===== config.mk =====
export PLATFORM = sky130hd
export DESIGN_NAME = apbq_requester
export DESIGN_NICKNAME = d
export VERILOG_FILES = /design/src/rtl/apbq_pkg.sv /design/src/rtl/apbq_seq.sv /design/src/rtl/apbq_hold.sv /design/src/rtl/apbq_resp.sv /design/src/rtl/apbq_requester.sv
export SDC_FILE = /design/constraint.sdc
export NUM_CORES = 1
export LEC_CHECK = 0
export BUFFER_PORTS_ARGS = -buffer_cell sky130_fd_sc_hd__buf_4
export CELL_PAD_IN_SITES_DETAIL_PLACEMENT = 0
export CELL_PAD_IN_SITES_GLOBAL_PLACEMENT = 2
export CORE_AREA = 4 4 124 126
export CTS_BUF_LIST = sky130_fd_sc_hd__clkbuf_4 sky130_fd_sc_hd__clkbuf_8
export DETAILED_ROUTE_END_ITERATION = 10
export DIE_AREA = 0 0 128 130
export PLACE_DENSITY_LB_ADDON = 0.1
export RECOVER_POWER = 100
export SYNTH_ARGS = -nofsm -noshare
export SYNTH_HDL_FRONTEND = slang
export SYNTH_SLANG_ARGS = --single-unit

===== constraint.sdc =====
create_clock -name clk -period 1.9 [get_ports clk]
set_input_delay 0.38 -clock clk [delete_from_list [all_inputs] [get_ports clk]]
set_output_delay 0.38 -clock clk [all_outputs]
set_load 0.02 [all_outputs]

===== src/rtl/apbq_pkg.sv =====
package apbq_pkg;

    typedef enum logic [1:0] {
        PH_IDLE   = 2'd0,
        PH_SETUP  = 2'd1,
        PH_ACCESS = 2'd2
    } phase_e;

endpackage


===== src/rtl/apbq_seq.sv =====
module apbq_seq
    import apbq_pkg::*;
(
    input  logic clk,
    input  logic rst_n,
    input  logic cmd_valid,
    input  logic pready,
    output logic cmd_ready,
    output logic accept,
    output logic complete,
    output logic psel,
    output logic penable
);

    typedef struct packed {
        phase_e ph;
    } seq_t;

    seq_t s_d, s_q;

    always_comb begin
        s_d       = s_q;
        complete  = (s_q.ph == PH_ACCESS) && pready;
        cmd_ready = (s_q.ph == PH_IDLE) || complete;
        accept    = cmd_valid && cmd_ready;
        case (s_q.ph)
            PH_IDLE:   if (accept) s_d.ph = PH_SETUP;
            PH_SETUP:  s_d.ph = PH_ACCESS;
            PH_ACCESS: if (pready) s_d.ph = accept ? PH_SETUP : PH_IDLE;
            default:   s_d.ph = PH_IDLE;
        endcase
    end

    always_ff @(posedge clk or negedge rst_n) begin
        if (!rst_n) s_q <= '{ph: PH_IDLE};
        else        s_q <= s_d;
    end

    assign psel    = (s_q.ph != PH_IDLE);
    assign penable = (s_q.ph == PH_ACCESS);


    setup_to_access_chk: assert property (@(posedge clk) disable iff (!rst_n)
        (psel && !penable) |=> (psel && penable));


    wait_repeat_chk: assert property (@(posedge clk) disable iff (!rst_n)
        (psel && penable && !pready) |=> (psel && penable));


    release_chk: assert property (@(posedge clk) disable iff (!rst_n)
        (complete && !accept) |=> (!psel && !penable));


    chain_chk: assert property (@(posedge clk) disable iff (!rst_n)
        (complete && accept) |=> (psel && !penable));


    busy_block_chk: assert property (@(posedge clk) disable iff (!rst_n)
        (psel && !penable) |-> !cmd_ready);

endmodule


===== src/rtl/apbq_hold.sv =====
module apbq_hold #(
    parameter int AW = 32,
    parameter int DW = 32,
    parameter int PW = 3
) (
    input  logic            clk,
    input  logic            rst_n,
    input  logic            load,
    input  logic [AW-1:0]   cmd_addr,
    input  logic            cmd_write,
    input  logic [DW-1:0]   cmd_wdata,
    input  logic [DW/8-1:0] cmd_strb,
    input  logic [PW-1:0]   cmd_prot,
    input  logic            psel,
    input  logic            penable,
    input  logic            pready,
    output logic [AW-1:0]   paddr,
    output logic            pwrite,
    output logic [DW-1:0]   pwdata,
    output logic [DW/8-1:0] pstrb,
    output logic [PW-1:0]   pprot
);

    localparam int SW = DW / 8;

    typedef struct packed {
        logic [AW-1:0] addr;
        logic          write;
        logic [DW-1:0] wdata;
        logic [SW-1:0] strb;
        logic [PW-1:0] prot;
    } req_t;

    req_t r_d, r_q;

    always_comb begin
        r_d = r_q;
        if (load) begin
            r_d.addr  = cmd_addr;
            r_d.write = cmd_write;
            r_d.wdata = cmd_wdata;
            r_d.prot  = cmd_prot;
            for (int i = 0; i < SW; i++) begin
                r_d.strb[i] = cmd_strb[i] && cmd_write;
            end
        end
    end

    always_ff @(posedge clk or negedge rst_n) begin
        if (!rst_n) r_q <= '0;
        else        r_q <= r_d;
    end

    assign paddr  = r_q.addr;
    assign pwrite = r_q.write;
    assign pwdata = r_q.wdata;
    assign pstrb  = r_q.strb;
    assign pprot  = r_q.prot;


    wait_fields_stable_chk: assert property (@(posedge clk) disable iff (!rst_n)
        (psel && penable && !pready) |=> ($stable(paddr) && $stable(pwrite) &&
            $stable(pwdata) && $stable(pstrb) && $stable(pprot)));


    setup_fields_stable_chk: assert property (@(posedge clk) disable iff (!rst_n)
        (psel && !penable) |=> ($stable(paddr) && $stable(pwrite) &&
            $stable(pwdata) && $stable(pstrb) && $stable(pprot)));


    read_strobe_zero_chk: assert property (@(posedge clk) disable iff (!rst_n)
        (psel && !pwrite) |-> (pstrb == '0));

endmodule


===== src/rtl/apbq_resp.sv =====
module apbq_resp #(
    parameter int DW = 32
) (
    input  logic          clk,
    input  logic          rst_n,
    input  logic          complete,
    input  logic [DW-1:0] prdata,
    input  logic          pslverr,
    output logic          done_valid,
    output logic [DW-1:0] done_rdata,
    output logic          done_err
);

    typedef struct packed {
        logic          valid;
        logic [DW-1:0] rdata;
        logic          err;
    } rsp_t;

    rsp_t p_d, p_q;

    always_comb begin
        p_d       = p_q;
        p_d.valid = complete;
        if (complete) begin
            p_d.rdata = prdata;
            p_d.err   = pslverr;
        end
    end

    always_ff @(posedge clk or negedge rst_n) begin
        if (!rst_n) p_q <= '0;
        else        p_q <= p_d;
    end

    assign done_valid = p_q.valid;
    assign done_rdata = p_q.rdata;
    assign done_err   = p_q.err;


    done_single_chk: assert property (@(posedge clk) disable iff (!rst_n)
        done_valid |=> !done_valid);


    done_follow_chk: assert property (@(posedge clk) disable iff (!rst_n)
        complete |=> (done_valid && done_rdata == $past(prdata) && done_err == $past(pslverr)));

endmodule


===== src/rtl/apbq_requester.sv =====
module apbq_requester #(
    parameter int AW = 32,
    parameter int DW = 32,
    parameter int PW = 3
) (
    input  logic            clk,
    input  logic            rst_n,
    input  logic            cmd_valid,
    output logic            cmd_ready,
    input  logic [AW-1:0]   cmd_addr,
    input  logic            cmd_write,
    input  logic [DW-1:0]   cmd_wdata,
    input  logic [DW/8-1:0] cmd_strb,
    input  logic [PW-1:0]   cmd_prot,
    output logic            done_valid,
    output logic [DW-1:0]   done_rdata,
    output logic            done_err,
    output logic            psel,
    output logic            penable,
    output logic [AW-1:0]   paddr,
    output logic            pwrite,
    output logic [DW-1:0]   pwdata,
    output logic [DW/8-1:0] pstrb,
    output logic [PW-1:0]   pprot,
    input  logic            pready,
    input  logic [DW-1:0]   prdata,
    input  logic            pslverr
);

    logic accept;
    logic complete;

    apbq_seq u_seq (
        .clk       (clk),
        .rst_n     (rst_n),
        .cmd_valid (cmd_valid),
        .pready    (pready),
        .cmd_ready (cmd_ready),
        .accept    (accept),
        .complete  (complete),
        .psel      (psel),
        .penable   (penable)
    );

    apbq_hold #(.AW(AW), .DW(DW), .PW(PW)) u_hold (
        .clk       (clk),
        .rst_n     (rst_n),
        .load      (accept),
        .cmd_addr  (cmd_addr),
        .cmd_write (cmd_write),
        .cmd_wdata (cmd_wdata),
        .cmd_strb  (cmd_strb),
        .cmd_prot  (cmd_prot),
        .psel      (psel),
        .penable   (penable),
        .pready    (pready),
        .paddr     (paddr),
        .pwrite    (pwrite),
        .pwdata    (pwdata),
        .pstrb     (pstrb),
        .pprot     (pprot)
    );

    apbq_resp #(.DW(DW)) u_resp (
        .clk        (clk),
        .rst_n      (rst_n),
        .complete   (complete),
        .prdata     (prdata),
        .pslverr    (pslverr),
        .done_valid (done_valid),
        .done_rdata (done_rdata),
        .done_err   (done_err)
    );


    reset_idle_chk: assert property (@(posedge clk)
        !rst_n |-> (!psel && !penable && !done_valid && cmd_ready));

endmodule


; Yosys cells after proc, flatten, opt, wreduce, memory -nomap -nowiden
; Index checks and enable logic that the tools add are counted.
; Widths: inputs -> output; s select.
[word_totals]
reg_bits = 108
output_inout_bits = 109
wordCells = 27
[op_classes]
eq_ne = 4
n_mux = 4
n_reduce_logical = 10
[ops]
columns = cell, n
row1 = $logic_and 1x1->1, 6
row2 = $pmux 2 s3, 1
row3 = $mux 2, 2
row4 = $eq 2x1->1 const B, 1
row5 = $eq 2x2->1 const B, 1
row6 = $logic_not 2->1, 1
row7 = $ne 2x1->1 const B, 1
row8 = $ne 2x2->1 const B, 1
row9 = $reduce_and 2->1, 1
row10 = $reduce_bool 2->1, 1
row11 = $logic_or 1x1->1, 1
row12 = $mux 1, 1

; Depth between registers and ports, before layout
; Gate-level depths: netlist of run 1.
[depth]
ltp_word = 7
mapped_depth = 5

; By module
; From an unflattened synthesis of run 1, not the netlist that was laid out.
[unflattened]
cells_unflattened = 243
area_unflattened_um2 = 4214.0
[modules_own_cells]
columns = module, instances, cells_each, area_per_inst_um2, seq_area_each_um2
row1 = apbq_hold, 1, 160, 2690.1, 1801.7
row2 = apbq_resp, 1, 71, 1406.3, 850.8
row3 = apbq_seq, 1, 12, 117.6, 50.0

; Worst setup path after synthesis of run 1
; No wires, ideal clock.
[synth_path]
path_type = reg-to-output
start = register u_seq.s_q[0] (netlist name)
end = output port cmd_ready
arrival_time_ns = 1.177
required_ns = 1.520
slack_ns = 0.343
path_stages_with_launch = 5
path_buffers = 1
path_cell_list = dfrtp_1 nor2b_2 nand2_2 buf_6 nand2_1
[synth_via]
elab_chain_len = 3
elab_cells_between_ends = 4
classes_between = 1 x eq/ne / 3 x reduce/logical
[synth_rtl]
columns = item, line
row1 = from (decl), apbq_seq.sv:19  ; seq_t s_d, s_q;
row2 = from (signal assigned), apbq_seq.sv:35  ; if (!rst_n) s_q <= '{ph: PH_IDLE};
row3 = $eq 2x2->1, --
row4 = net penable, apbq_requester.sv:19  ; output logic penable,
row5 = $logic_and 1x1->1, apbq_seq.sv:23  ; complete = (s_q.ph == PH_ACCESS) && pready;
row6 = $logic_or 1x1->1, apbq_seq.sv:24  ; cmd_ready = (s_q.ph == PH_IDLE) || complete;
row7 = to (decl), apbq_requester.sv:9  ; output logic cmd_ready,
; The timed path passes the listed nets, and every way through them passes these cells.

; Worst setup path after layout of run 1
[layout_path]
start = register u_seq.s_q[0] (netlist name)
end = output port cmd_ready
[layout_via]
elab_chain_len = 3
elab_cells_between_ends = 4
classes_between = 1 x eq/ne / 3 x reduce/logical
[layout_rtl]
columns = item, line
row1 = $eq 2x2->1, apbq_seq.sv:23
row2 = $logic_and 1x1->1, apbq_seq.sv:23
row3 = $logic_or 1x1->1 (*), apbq_seq.sv:24
; Mark *: on every way between the ends. The rest lies on a longest branch, timed or not.

==> reports/qor.csv, run 1 <==
stage,metric,value,unit
run_status,outcome,completed,
floorplanning,Die X,128,um
place,I/O Buffers,217,
place,dpl cells,637,
clock_network,"Clk Latency, worst-skew pair",0.37,ns
routing,DR WL/cell,16.09,um
clock_network,clock tree buffer depth,2,
critical_path,"Max FO, Critical Path",4,
power,Max rail drop VDD,0.4726,mV
synth,Yosys cell types,13,
synth,sequential area share after synthesis,62.36,%
clock_network,htree depth,3,
grt,initial antenna violation count,0,
critical_path,CP Launch Type,flip-flop,
critical_path,kind of critical path,flip-flop to output port,
timing,"Slew Viols, Final",0,
layout,most frequent cells in the layout,"clkbuf_1 (109), buf_4 (108), dfrtp_1 (108)",
routing,Initial DRC Count,59,
clock_network,TritonCTS Buffers,9,
routing,DRC viols,0,
layout,ANT cells,0,
synth,synthesized instance count,241,
synth,Mapped Area,4334,sq um
floorplanning,Ports,218,
floorplanning,die height,130,um
timing,Max Freq,0.5638,GHz
critical_path,critical path data arrival time,1.39,ns
critical_path,CP required,1.52,ns
timing,hold slack,0.2178,ns
run,Max-Cap Viols,0,
layout,# nets final,574,
timing,Slew HR,44.66,%
power,P per Cell Area,1367,nW/um^2
routing,Detail Route Antenna Nets,0,
timing,post-route minimum period,1.774,ns
critical_path,worst r2r path cells,4,
min_path,Hold Crit Class,input pin to flip-flop,
grt,GRT Total Usage,12.80,%
timing,Worst Max-Slew Pin Slew,0.8301,ns
layout,"commonest non-fill, non-tap cell in the layout",clkbuf_1,
power,Tot Pwr,7.798,mW
layout,Finished Layout Cells,653,
synth,Mapped Nets,350,
synth,#FFs+latches synth,108,
place,post-DP HPWL,7889,um
timing,clock skew,0.006929,ns
place,post-place setup slack,0.2192,ns
layout,P&R area growth vs syn,31.64,%
timing,Worst Slack Setup Final,0.1262,ns
timing,RSZ-0062 raised after global routing,false,
routing,routed vias,2765,
grt,vias in the first global route,2894,
clock_network,TritonCTS clock tree,built,
floorplanning,Starting Density,30.28,%
timing,endpoints failing setup,0,
routing,drt first pass iters,2,
timing,setup total negative slack,0,ns
routing,vias per inst,4.234,
grt,grt ovf,0,
layout,area occupied by multi-input gates,1254,sq um
routing,Post-Route WL,10510,um
floorplanning,Die ar.,16640,sq um
layout,FF+latch area,2703,sq um
clock_network,root buf cell,clkbuf_8,
clock_network,post-cts resize count,0,
synth,Avg Inst Size Synth,17.98,sq um
min_path,Hold Path Depth,2,
critical_path,Critical Path End Type,output port,
timing,Hold Fails Final Rpt,0,
clock_network,clock slew at the register clock pins of the worst setup and hold paths,0.10,ns
timing,fin crit share,93.36,%
power,static leakage,2.551,nW
layout,filler cell count,1475,
clock_network,# clock sinks,108,
place,gpl congestion,0.7234,
floorplanning,total core area,14310,sq um
grt,largest net degree at the start of global routing,55,
synth,Synth Warn #,0,
floorplanning,Cell Rows,44,
grt,first-pass GRT wire length,16330,um
layout,layout cells sized above 1,40.51,%
worst paths after layout:
kind,end,slack (ns),start
setup / recovery,cmd_ready,0.13,u_seq.s_q[0]
hold / removal,u_hold.pwdata[8],0.22,cmd_wdata[8]
setup reg to reg,u_resp.done_rdata[22],0.19,u_seq.s_q[1]
hold reg to reg,u_hold.pwdata[24],0.49,u_hold.pwdata[24]
max in group asynchronous,u_hold.pstrb[1],0.54,rst_n
min in group asynchronous,u_hold.pwdata[11],0.62,rst_n
registers in the layout, summed over array words and instances, names as in the netlist:
register	flops
u_hold.paddr	32
u_hold.pwdata	32
u_resp.done_rdata	32
u_hold.pstrb	4
u_hold.pprot	3
u_seq.s_q	2
u_hold.pwrite	1
u_resp.done_err	1
u_resp.done_valid	1
logic make-up (layout without fill, tap and decap cells):
family	after synthesis	count (layout)	share of synthesized area, %
buffers and inverters	17	245	4.792
AND/OR/NAND/NOR	10	10	1.530
flip-flops	108	108	62.36
multiplexers	106	106	31.32
worst max-delay path: stages, from the launching register on:
cell,delay (ns)
dfrtp_1,0.45
or2_2,0.34
nand2_1,0.08
clkbuf_2,0.16
metrics by stage:
| stage | cell area (sq um) | util (%) |
|---|---|---|
| floorplan | 4334 | - |
| global placement | 6097 | 42.60 |
| detailed placement | 6097 | 42.60 |
| CTS | 6299 | 44.00 |
| global route | 5705 | 39.86 |
| finish | 5705 | 39.86 |
synthesized netlist by cell type (all sizes together):
master | instances | area share [%]
dfrtp | 108 | 62
mux2 | 102 | 30
nor3b | 1 | 0.29
or2 | 1 | 0.14
buf | 11 | 4.3
mux2i | 4 | 0.92
nand2 | 6 | 0.58
nor2b | 2 | 0.52
inv | 6 | 0.52
power breakdown:
part           leakage [nW]  switching (mW)  internal, mW  total, mW
sequential             1.27           0.381          3.10       3.48
clock                 0.102           0.750         0.628       1.38
combinational          1.18            1.85          1.10       2.94
final cells by class:
cell class              count  share of cell area (%)
clock inverters             1                 0.08772
repair buffers            224                   22.87
multi-input cells         116                   21.97
clock buffers              14                   3.268
flip-flops and latches    108                   47.37
inverters                   6                  0.3947
well taps                 184                   4.035
per-layer routing:
layer / global-route usage (%) / vias to the layer above / routed length [um]
li1: - / 1271 / -
met1: 16.27 / 1369 / 4364
met2: 19.65 / 114 / 4979
met3: 4.503 / 11 / 972
met4: 5.993 / 0 / 193
met5: 0 / - / 0
what timing repair did:
action                    4_1_cts  5_1_grt
hold buffers                    1        0
buffers inserted                0        0
hold endpoints to repair       29        0
Power figures use the tool's default switching activity.
==> run 2: changes to the inputs <==
==> constraint.sdc (replaced) <==
create_clock -name clk -period 1.9 [get_ports clk]
set_input_delay 0.19 -clock clk [delete_from_list [all_inputs] [get_ports clk]]
set_output_delay 0.19 -clock clk [all_outputs]
set_load 0.02 [all_outputs]
==> run 2 against run 1 <==
Against the previous run:
- non-clock buffer count unchanged
- routed wire length up 0.34%
- total power down 0.19%
- first-iteration DRC count up 1.7%
- via count down 1.8%
- cell area up 0.33%
- largest cell class unchanged
- combinational power up 2%
- highest routed layer unchanged
- critical path type unchanged
- sequential share of layout area down 0.16 points
- sequential power about the same
- critical endpoint unchanged
- register-to-register slack better by 0.07 ns
==> reports/qor.csv, run 2 (same netlist as run 1, synthesis figures left out) <==
stage,metric,value,unit
place,I/O Buffers,217,
run_status,outcome,completed,
place,Placed Area,6122,sq um
min_path,Hold Crit Class,input pin to flip-flop,
clock_network,root buf cell,clkbuf_8,
routing,DRC viols,0,
place,post-DP HPWL,7769,um
grt,initial antenna violation count,0,
place,gpl congestion,0.7234,
layout,Final Cell Area,5724,sq um
power,P per Cell Area,1360,nW/um^2
power,static leakage,2.567,nW
critical_path,reg2reg end,u_hold.paddr[26],
floorplanning,Ports,218,
run,Max-Cap Viols,0,
grt,largest net degree at the start of global routing,109,
floorplanning,Cell Rows,44,
floorplanning,total core area,14310,sq um
timing,fin crit share,88.72,%
routing,Detail Route Antenna Nets,0,
grt,first-pass GRT wire length,16500,um
grt,vias in the first global route,2945,
timing,Hold Fails Final Rpt,0,
critical_path,"Top cell by count, worst path",nand2_1,
routing,vias per inst,4.159,
min_path,Hold Path Depth,2,
layout,# nets final,574,
timing,Slew HR,30.68,%
critical_path,CP Launch Type,flip-flop,
timing,clock skew,0.007862,ns
layout,most frequent cells in the layout,"buf_4 (109), clkbuf_1 (108), dfrtp_1 (108)",
clock_network,post-cts resize count,0,
layout,layout cells sized above 1,40.94,%
floorplanning,Die ar.,16640,sq um
floorplanning,die height,130,um
clock_network,# clock sinks,108,
critical_path,R2R Path Start,u_seq.s_q[1],
min_path,endpoint of the worst hold path,u_hold.pwdata[21],
floorplanning,Starting Density,30.28,%
timing,Max Freq,0.5932,GHz
routing,Post-Route WL,10550,um
critical_path,Critical Path End Type,output port,
critical_path,worst path cell trace,"nor2b_1, nand2_1, buf_12, nand2_1, buf_4",
critical_path,kind of critical path,flip-flop to output port,
power,Max rail drop VDD,0.4436,mV
routing,routed vias,2716,
critical_path,critical path data arrival time,1.50,ns
timing,endpoints failing setup,0,
min_path,hold path start,cmd_wdata[21],
layout,"commonest non-fill, non-tap cell in the layout",buf_4,
routing,drt first pass iters,4,
critical_path,CP Buf/Inv Count,2,
clock_network,TritonCTS clock tree,built,
clock_network,clock slew at the register clock pins of the worst setup and hold paths,0.10,ns
timing,post-route minimum period,1.686,ns
clock_network,htree depth,3,
routing,Initial DRC Count,60,
clock_network,clock tree buffer depth,2,
layout,ANT cells,0,
clock_network,"Clk Latency, worst-skew pair",0.36,ns
layout,P&R area growth vs syn,32.07,%
grt,GRT Total Usage,12.94,%
timing,setup total negative slack,0,ns
clock_network,TritonCTS Buffers,9,
grt,grt ovf,0,
floorplanning,Die X,128,um
critical_path,"Max FO, Critical Path",35,
timing,"Slew Viols, Final",0,
timing,RSZ-0062 raised after global routing,false,
critical_path,"CP delay by family, top",flip-flops,
critical_path,worst r2r path cells,5,
critical_path,crit-path max cell delay,0.41,ns
timing,Worst Max-Slew Pin Slew,1.040,ns
critical_path,r2r setup slk,0.26,ns
critical_path,Crit. Startpoint,u_seq.s_q[1],
routing,DR WL/cell,16.15,um
critical_path,CP required,1.71,ns
critical_path,CP max stage cell,dfrtp_1,
## run 2: cell types whose count changed in the layout (fill, tap and decap cells not counted), sizes merged
| cell | before | now |
|---|---|---|
| clkbuf | 126 | 122 |
| clkinv | 1 | 2 |
| buf | 111 | 114 |
## run 2: through the flow
stage | worst slack [ns] | hold WS [ns] | utilization [%] | instances | total power, mW
2_1_floorplan | 0.4495 | -0.1056 | - | 241 | 5.775
3_3_place_gp | 0.2918 | 0.3247 | 42.77 | 637 | 7.516
3_5_place_dp | 0.2754 | 0.3295 | 42.77 | 637 | 7.559
4_1_cts | 0.1737 | 0.01065 | 44.07 | 653 | 8.933
5_1_grt | 0.07185 | 0.007197 | 39.99 | 653 | 8.299
6_report | 0.2143 | 0.03074 | 39.99 | 653 | 7.783
## run 2: how the worst max path moves through the flow
stage / endpoint / slack, ns / cells past startpoint
after CTS: cmd_ready / 0.17 / 5
after detailed placement: u_hold.paddr[31] / 0.28 / 5
after global placement: u_hold.pprot[2] / 0.29 / 5
final: cmd_ready / 0.21 / 5
after global routing: cmd_ready / 0.07 / 5
after floorplan: u_hold.paddr[17] / 0.45 / 5
## run 2: cell type report
type                       instances  area, sq um
tap                              184        230.2
inverter                           6        22.52
multi-input combinational        116         1260
clock buffer                      13        166.4
fill                            1481         8589
timing repair buffer             224         1333
clock inverter                     2        10.01
sequential                       108         2703
## run 2: layer usage
metal  wire (um)  global-route usage [%]
met3        1096                   5.117
met4         189                   5.431
met2        4968                   19.56
met5           0                       0
met1        4290                   16.61
## run 2: what timing repair did
action	in CTS	in global routing
hold buffers	1	0
buffers inserted	0	0
endpoints found under the hold margin	108	0
## run 2: worst reg2reg max path: stages, from the launching register on
cell	delay, ns
dfrtp_1	0.41
nor2b_1	0.17
nor3b_4	0.16
buf_4	0.21
buf_12	0.21
mux2_2	0.37
## run 2: power breakdown
part	leakage, nW	switching [mW]	internal [mW]
logic	1.20	1.86	1.14
clock network	0.0961	0.743	0.569
registers	1.27	0.376	3.10
==> run 3: changes to the inputs <==
--- a/config.mk
+++ b/config.mk
@@ -6,12 +6,12 @@
 export NUM_CORES = 1
 export LEC_CHECK = 0
 export BUFFER_PORTS_ARGS = -buffer_cell sky130_fd_sc_hd__buf_4
-export CELL_PAD_IN_SITES_DETAIL_PLACEMENT = 0
-export CELL_PAD_IN_SITES_GLOBAL_PLACEMENT = 2
-export CORE_AREA = 4 4 124 126
+export CELL_PAD_IN_SITES_DETAIL_PLACEMENT = 1
+export CELL_PAD_IN_SITES_GLOBAL_PLACEMENT = 1
+export CORE_AREA = 4 4 117 119
 export CTS_BUF_LIST = sky130_fd_sc_hd__clkbuf_4 sky130_fd_sc_hd__clkbuf_8
 export DETAILED_ROUTE_END_ITERATION = 10
-export DIE_AREA = 0 0 128 130
+export DIE_AREA = 0 0 121 123
 export PLACE_DENSITY_LB_ADDON = 0.1
 export RECOVER_POWER = 100
 export SYNTH_ARGS = -nofsm -noshare
==> run 3 against run 2 <==
Against the previous run:
- first-iteration DRC count fell by 10%
- routed wire length up 2.4%
- global-route usage increased by 1.9 points
- fmax increased by 0.19%
- worst hold slack worse by 0.0032 ns
- worst setup slack improved by 0.0032 ns
- core utilization grew 5.1 points
- sequential power hardly changed
==> reports/qor.csv, run 3 (same netlist as run 1, synthesis figures left out) <==
stage,metric,value,unit
place,Placed Area,6075,sq um
layout,P&R area growth vs syn,30.80,%
layout,FF+latch area,2703,sq um
routing,routed vias,2788,
floorplanning,Cell Rows,41,
timing,Hold Fails Final Rpt,0,
min_path,Hold Path Depth,2,
power,Max rail drop VDD,0.5420,mV
grt,GRT Total Usage,14.80,%
layout,layout cells sized above 1,40.47,%
routing,drt first pass iters,4,
critical_path,CP Buf/Inv Count,2,
min_path,hold path start,cmd_addr[4],
critical_path,Crit. Startpoint,u_seq.s_q[0],
critical_path,CP max stage cell,dfrtp_1,
timing,endpoints failing setup,0,
clock_network,htree depth,3,
routing,Post-Route WL,10800,um
grt,initial antenna violation count,0,
grt,largest net degree at the start of global routing,109,
power,Tot Pwr,7.814,mW
critical_path,worst path cell trace,"nor2b_1, nand2_2, buf_4, nand2_1, clkbuf_2",
clock_network,root buf cell,clkbuf_8,
clock_network,Post-CTS Setup Bufs,0,
critical_path,CP required,1.71,ns
layout,ANT cells,0,
critical_path,"CP delay by family, top",flip-flops,
critical_path,kind of critical path,flip-flop to output port,
run,Max-Cap Viols,0,
clock_network,# clock sinks,108,
floorplanning,Die X,121,um
timing,"Slew Viols, Final",0,
layout,# nets final,573,
min_path,Hold Crit Class,input pin to flip-flop,
layout,Util after Layout,45.11,%
clock_network,clock tree buffer depth,2,
grt,grt ovf,0,
floorplanning,Starting Density,34.48,%
critical_path,Critical Path End Type,output port,
routing,vias per inst,4.363,
floorplanning,Die ar.,14880,sq um
critical_path,critical path data arrival time,1.49,ns
critical_path,r2r setup slk,0.26,ns
critical_path,reg2reg end,u_hold.pprot[2],
clock_network,post-cts resize count,0,
layout,filler cell count,1402,
timing,setup total negative slack,0,ns
critical_path,R2R Path Start,u_seq.s_q[1],
timing,clock skew,0.009316,ns
power,P per Cell Area,1378,nW/um^2
clock_network,clock slew at the register clock pins of the worst setup and hold paths,0.09,ns
timing,Slew HR,34.18,%
layout,most frequent cells in the layout,"buf_4 (108), clkbuf_1 (108), dfrtp_1 (108)",
place,I/O Buffers,217,
grt,vias in the first global route,3081,
timing,Worst Max-Slew Pin Slew,0.9873,ns
layout,area occupied by multi-input gates,1255,sq um
clock_network,TritonCTS Buffers,9,
routing,DRC viols,0,
run_status,outcome,completed,
routing,Initial DRC Count,54,
place,post-DP HPWL,8094,um
timing,fin crit share,88.55,%
layout,Final Cell Area,5669,sq um
power,static leakage,2.543,nW
timing,Max Freq,0.5943,GHz
routing,DR WL/cell,16.89,um
floorplanning,die height,123,um
grt,first-pass GRT wire length,16770,um
floorplanning,total core area,12570,sq um
critical_path,"Max FO, Critical Path",13,
clock_network,TritonCTS clock tree,built,
critical_path,crit-path max cell delay,0.44,ns
critical_path,worst r2r path cells,4,
timing,RSZ-0062 raised after global routing,false,
min_path,endpoint of the worst hold path,u_hold.paddr[4],
routing,Detail Route Antenna Nets,0,
critical_path,CP Launch Type,flip-flop,
place,gpl congestion,0.7672,
timing,post-route minimum period,1.683,ns
clock_network,"Clk Latency, worst-skew pair",0.37,ns
clock_network,cts hold-fix bufs,1,
floorplanning,Ports,218,
## run 3: changes by cell type in the layout (fill, tap and decap cells not counted), sizes merged
cell,before,now
buf,114,111
bufinv,0,1
## run 3: how the worst max path moves through the flow
stage	endpoint	slack, ns	depth (start not counted)
after global routing	cmd_ready	0.09	5
after global placement	u_hold.pprot[2]	0.26	4
after floorplan	u_hold.paddr[17]	0.45	5
after CTS	u_hold.pprot[2]	0.21	4
after detailed placement	u_hold.pprot[2]	0.22	4
final	cmd_ready	0.22	5
## run 3: power by group
group | leakage [nW] | switching [mW] | internal [mW]
logic | 1.17 | 1.86 | 1.10
clock network | 0.0959 | 0.735 | 0.622
registers | 1.27 | 0.392 | 3.10
total | 2.54 | 2.99 | 4.82
## run 3: area by class of cell
type	instances	area share, %
inverters	6	0.3973
flip-flops and latches	108	47.67
clock buffers	11	2.450
well taps	172	3.796
clock inverters	3	0.7062
repair buffers	223	22.84
multi-input cells	116	22.14
## run 3: metal layers
metal,track usage [%],part of all wire [%]
met1,16.22,36
met2,24.80,52
met3,7.640,11
met4,5.099,1.6
met5,0,0
## run 3: worst reg2reg max path: cells and delay by family (launching register included)
kind          cells  cell delay (ns)
buf+inv           1             0.28
flops             1             0.41
mux               1             0.39
simple gates      2             0.46
## run 3: per-stage QoR
stage               setup slack [ns]  hold WS (ns)  instances
floorplan                     0.4495       -0.1056        241
global placement              0.2602        0.3227        624
global route                 0.08546     -0.007053        639
CTS                           0.2051      0.004047        639
finish                        0.2175       0.02750        639
detailed placement            0.2248        0.3245        624
